**config.mk**
```make
export PLATFORM = sky130hd
export DESIGN_NAME = sdet_top
export DESIGN_NICKNAME = d
export VERILOG_FILES = /design/src/rtl/sdet_pkg.sv /design/src/rtl/sdet_history.sv /design/src/rtl/sdet_match.sv /design/src/rtl/sdet_flag.sv /design/src/rtl/sdet_top.sv
export SDC_FILE = /design/constraint.sdc
export NUM_CORES = 1
export LEC_CHECK = 0
export BUFFER_PORTS_ARGS = -buffer_cell sky130_fd_sc_hd__buf_2
export CORE_AREA = 2 2 39 41
export DETAILED_ROUTE_END_ITERATION = 10
export DIE_AREA = 0 0 41 43
export GPL_ROUTABILITY_DRIVEN = 1
export GPL_TIMING_DRIVEN = 0
export PLACE_DENSITY = 0.43
export SYNTH_ARGS = -nofsm -noshare
export SYNTH_HDL_FRONTEND = slang
export SYNTH_SLANG_ARGS = --single-unit
```
**constraint.sdc**
```tcl
create_clock -name clk_i -period 1.3 [get_ports clk_i]
set_input_delay 0.065 -clock clk_i [delete_from_list [all_inputs] [get_ports clk_i]]
set_output_delay 0.065 -clock clk_i [all_outputs]
set_load 0.02 [all_outputs]
```
**src/rtl/sdet_pkg.sv**
```systemverilog
package sdet_pkg;

  // Default window length of the detector.
  localparam int SDET_WIN_DEF = 4;

  // Saturating increment used by the bit counter.
  function automatic int sat_step(input int cur, input int lim);
    if (cur >= lim) return lim;
    return cur + 1;
  endfunction

endpackage

```
**src/rtl/sdet_history.sv**
```systemverilog
module sdet_history
  import sdet_pkg::*;
#(
  parameter int WIN = SDET_WIN_DEF,
  localparam int CNT_W = $clog2(WIN + 1)
) (
  input  logic             clk_i,
  input  logic             rst_i,
  input  logic             sd_i,
  output logic [WIN-1:0]   hist_q,
  output logic [WIN-1:0]   hist_nxt,
  output logic [CNT_W-1:0] fill_q,
  output logic             full_nxt
);

  logic [CNT_W-1:0] fill_nxt;

  // The newest bit enters at position 0; older bits move toward the top.
  always_comb begin
    hist_nxt = {hist_q[WIN-2:0], sd_i};
    fill_nxt = CNT_W'(sat_step(int'(fill_q), WIN));
    full_nxt = (fill_nxt == CNT_W'(WIN));
  end

  always_ff @(posedge clk_i) begin
    if (rst_i) begin
      hist_q <= '0;
      fill_q <= '0;
    end else begin
      hist_q <= hist_nxt;
      fill_q <= fill_nxt;
    end
  end

  AST_HIST_SHIFT: assert property (@(posedge clk_i) disable iff (rst_i)
    1'b1 |=> (hist_q[0] == $past(sd_i)));
  AST_FILL_STEP: assert property (@(posedge clk_i) disable iff (rst_i)
    (fill_q < CNT_W'(WIN)) |=> (fill_q == $past(fill_q) + 1'b1));
  AST_FILL_SAT: assert property (@(posedge clk_i) disable iff (rst_i)
    fill_q <= CNT_W'(WIN));

endmodule

```
**src/rtl/sdet_match.sv**
```systemverilog
module sdet_match
  import sdet_pkg::*;
#(
  parameter int WIN = SDET_WIN_DEF
) (
  input  logic [WIN-1:0] win_i,
  input  logic [WIN-1:0] pat_i,
  input  logic           full_i,
  output logic           hit_o
);

  logic [WIN-1:0] bit_eq;

  // One equality cell per window position; the top bit is the oldest.
  for (genvar g = 0; g < WIN; g++) begin : g_cmp
    assign bit_eq[g] = ~(win_i[g] ^ pat_i[g]);
  end

  assign hit_o = full_i & (&bit_eq);

endmodule

```
**src/rtl/sdet_flag.sv**
```systemverilog
module sdet_flag (
  input  logic clk_i,
  input  logic rst_i,
  input  logic hit_i,
  output logic det_q
);

  always_ff @(posedge clk_i) begin
    if (rst_i) det_q <= 1'b0;
    else       det_q <= hit_i;
  end

endmodule

```
**src/rtl/sdet_top.sv**
```systemverilog
module sdet_top
  import sdet_pkg::*;
#(
  parameter int WIN = SDET_WIN_DEF,
  localparam int CNT_W = $clog2(WIN + 1)
) (
  input  logic           clk_i,
  input  logic           rst_i,
  input  logic           sd_i,
  input  logic [WIN-1:0] pat_i,
  output logic           det_o
);

  // Internal events are brought out as named wires for the checks below.
  logic [WIN-1:0]   hist_q;
  logic [WIN-1:0]   hist_nxt;
  logic [CNT_W-1:0] fill_q;
  logic             full_nxt;
  logic             win_hit;

  sdet_history #(.WIN(WIN)) u_hist (
    .clk_i    (clk_i),
    .rst_i    (rst_i),
    .sd_i     (sd_i),
    .hist_q   (hist_q),
    .hist_nxt (hist_nxt),
    .fill_q   (fill_q),
    .full_nxt (full_nxt)
  );

  sdet_match #(.WIN(WIN)) u_match (
    .win_i  (hist_nxt),
    .pat_i  (pat_i),
    .full_i (full_nxt),
    .hit_o  (win_hit)
  );

  sdet_flag u_flag (
    .clk_i (clk_i),
    .rst_i (rst_i),
    .hit_i (win_hit),
    .det_q (det_o)
  );

  AST_DET_WINDOW: assert property (@(posedge clk_i) disable iff (rst_i)
    det_o |-> (hist_q == $past(pat_i)));
  AST_NO_EARLY: assert property (@(posedge clk_i) disable iff (rst_i)
    (fill_q < CNT_W'(WIN - 1)) |=> !det_o);
  AST_DET_FULL: assert property (@(posedge clk_i) disable iff (rst_i)
    det_o |-> (fill_q == CNT_W'(WIN)));

endmodule

```
==> metrics.cfg <==
[clocking]
clk_pin_slew_ns = 0.05
cts_buffers = 3
htree_num_levels = 1
cts_hold_buf = 0
clock_latency_ns = 0.25
cts_buffer_depth = 2
cts_tree = built
cts.repair.resized = 0
numClockSinks = 7
root_buffer = clkbuf_4
postCtsSetupRepairBufs = 0

[cells_and_area]
drive_gt1_share_pct = 29.7
n_antenna_cell = 0
areaGrowthSynthToFinish_pct = 30.0
fillerInstances = 144
final_nets = 47

[synth]
syn-num-nets = 35
synth.cell_area_um2 = 272
synth_cells = 26
synthDistinctLibCells = 11
yosysWarnings = 0
yosysTopAreaCellShare_pct = 51.6
netlist_top_cells_area = dfxtp_1 52%, xnor2_1 9.7%, ha_1 9.2%, nor2b_1 6.9%, nor4_2 4.6%
synth-seq-cells = 7
synth_top_cell_by_area = dfxtp_1
avgSynthCellArea_um2 = 10.4
yosysSeqAreaShare_pct = 51.6

[detailed_routing]
via_per_inst = 4.08
drtIter0Drc = 4
wirelength_um = 469
ant_nets = 0
drt_drc_violations_left = 0
first_pass_iters = 2
wire_per_inst_um = 8.85
route.vias.total = 216

[sta]
min_period_ns = 1.14
relSlewSlack_pct = 85.7
setup_tns_ns = 0
tightest_slew_ns = 0.214
rsz0062_at_grt = no
maxSlewViolCount = 0
fmax_mhz = 880
setup_viol = 0
post-route-period-util_pct = 87.5
finalHoldViolCount = 0
fin_skew_ns = 0.000735

[status]
status = finished clean

[setup_path]
crit_top_cell = inv_1
critPathMaxFanout = 4
r2r_cells = 5
worstPathArrival_ns = 1.28
crit_path_start_kind = flop
worst-setup-path-type = flop to flop
crit_chain = inv_1 -> ha_1 -> inv_1 -> a31oi_1 -> nor4_2
crit_required_ns = 1.44
worst_setup_path_end_kind = flop
cp_slowest_stage_delay_ns = 0.37
cpMaxStageDelayCell = dfxtp_1

[place]
port_buffers = 7
place_congestion = 0.603
dpl.hpwl_um = 391

[die]
die_x_um = 41
start_util_pct = 19.6
die-area_um2 = 1760
io_pins = 8
fp-row-count = 14
die-height_um = 43
coreArea_um2 = 1380

[power]
clock_power_share_pct = 39.9
pwr-share-seq_pct = 49.0
p_sw_share_pct = 23.8
finalPower_mw = 0.490
p_sw_mw = 0.117
leakagePower_nw = 0.152
irDropWorstVdd_v = 0.000410
p_comb_share_pct = 11.0
internal_power_mw = 0.373
powerDensity_nw_per_um2 = 1390

[grt]
gr-total-overflow = 0
grt_antenna_before_repair = 0
grt_max_degree = 8
grt_pass1_vias = 192
grt_usage_pct = 6.64
grt_pass1_wl_um = 710

[hold_path]
holdPathStages = 2
holdCritPathClass = input pin to flop

[job]
cap_viol_max_count = 0

[power groups by stage]
stage               clock network, mW  logic [mW]  registers, mW
floorplan                           0      0.0337          0.242
global placement                    0      0.0502          0.243
detailed placement                  0      0.0555          0.244
CTS                             0.201      0.0558          0.240
global route                    0.213      0.0605          0.242
finish                          0.196      0.0541          0.240
[sequential cells by signal, summed over array words and instances, names as in the netlist]
signal and cells:
u_flag.det_q 1, u_hist.hist_q 3, u_hist.fill_q 3
[logic make-up after synthesis]
logic type | share of synthesized area [%]
adder cells (fa/ha/maj) | 9.22
XOR/XNOR | 12.9
AND/OR/NAND/NOR | 19.8
AO/OA/AOI/OAI | 2.31
flip-flops | 51.6
buffers and inverters | 4.15
[stage by stage]
step | cell area [um2] | std cells | worst slack, ns | hold WS [ns] | util [%]
final | 353 | 53 | 0.163 | 0.0486 | 25.5
after global routing | 353 | 53 | 0.0844 | 0.0547 | 25.5
after CTS | 353 | 53 | 0.139 | 0.0500 | 25.5
after detailed placement | 327 | 49 | 0.141 | 0.326 | 23.6
after global placement | 327 | 49 | 0.214 | 0.311 | 23.6
after floorplan | 272 | 26 | 0.270 | 0.136 | -
[cell type report]
class / count / area, um2 / share of cell area (%)
multi-input combinational: 16 / 120 / 34.0
tap: 16 / 20.0 / 5.67
clock buffer: 4 / 26.3 / 7.45
timing repair buffer: 7 / 35.0 / 9.93
inverter: 3 / 11.3 / 3.19
sequential: 7 / 140 / 39.7
[cell usage after synthesis]
cell,instances
dfxtp_1,7
inv_1,3
nor2b_1,3
xnor2_1,3
ha_1,2
nor2_1,2
nor3_1,2
a31oi_1,1
nand3_1,1
nor4_2,1
xor2_1,1
[critical path: cells and delay by family (launching register included)]
kind / cells / cell delay, ns
flops: 1 / 0.37
fa+ha+maj: 1 / 0.28
compound gates: 1 / 0.22
buf+inv: 2 / 0.11
simple gates: 1 / 0.06
[placed cells by master, fill, tap and decap left out, drive strengths merged]
master	netlist	final
buf	0	7
dfxtp	7	7
clkbuf	0	4
inv	3	3
nor2b	3	3
xnor2	3	3
nor3	2	2
nor2	2	2
ha	2	2
xor2	1	1
nand3	1	1
a31oi	1	1
nor4	1	1
[path summary, 6_finish.rpt]
| check | from | end | slack, ns |
|---|---|---|---|
| setup / recovery | u_hist.fill_q[0] | u_flag.det_q | 0.16 |
| hold / removal | sd_i | u_hist.hist_q[0] | 0.05 |
| setup reg to reg | u_hist.fill_q[0] | u_flag.det_q | 0.16 |
| hold reg to reg | u_hist.fill_q[2] | u_hist.fill_q[0] | 0.48 |
[layer usage]
layer / share of wire, % / up-vias / GRT usage [%]
met5: 0 / - / 0
met3: 6.8 / 2 / 3.14
met1: 41 / 100 / 6.15
li1: - / 104 / -
met2: 49 / 10 / 9.06
met4: 3.0 / 0 / 8.00
No activity file was read; power rests on OpenSTA's default activity.
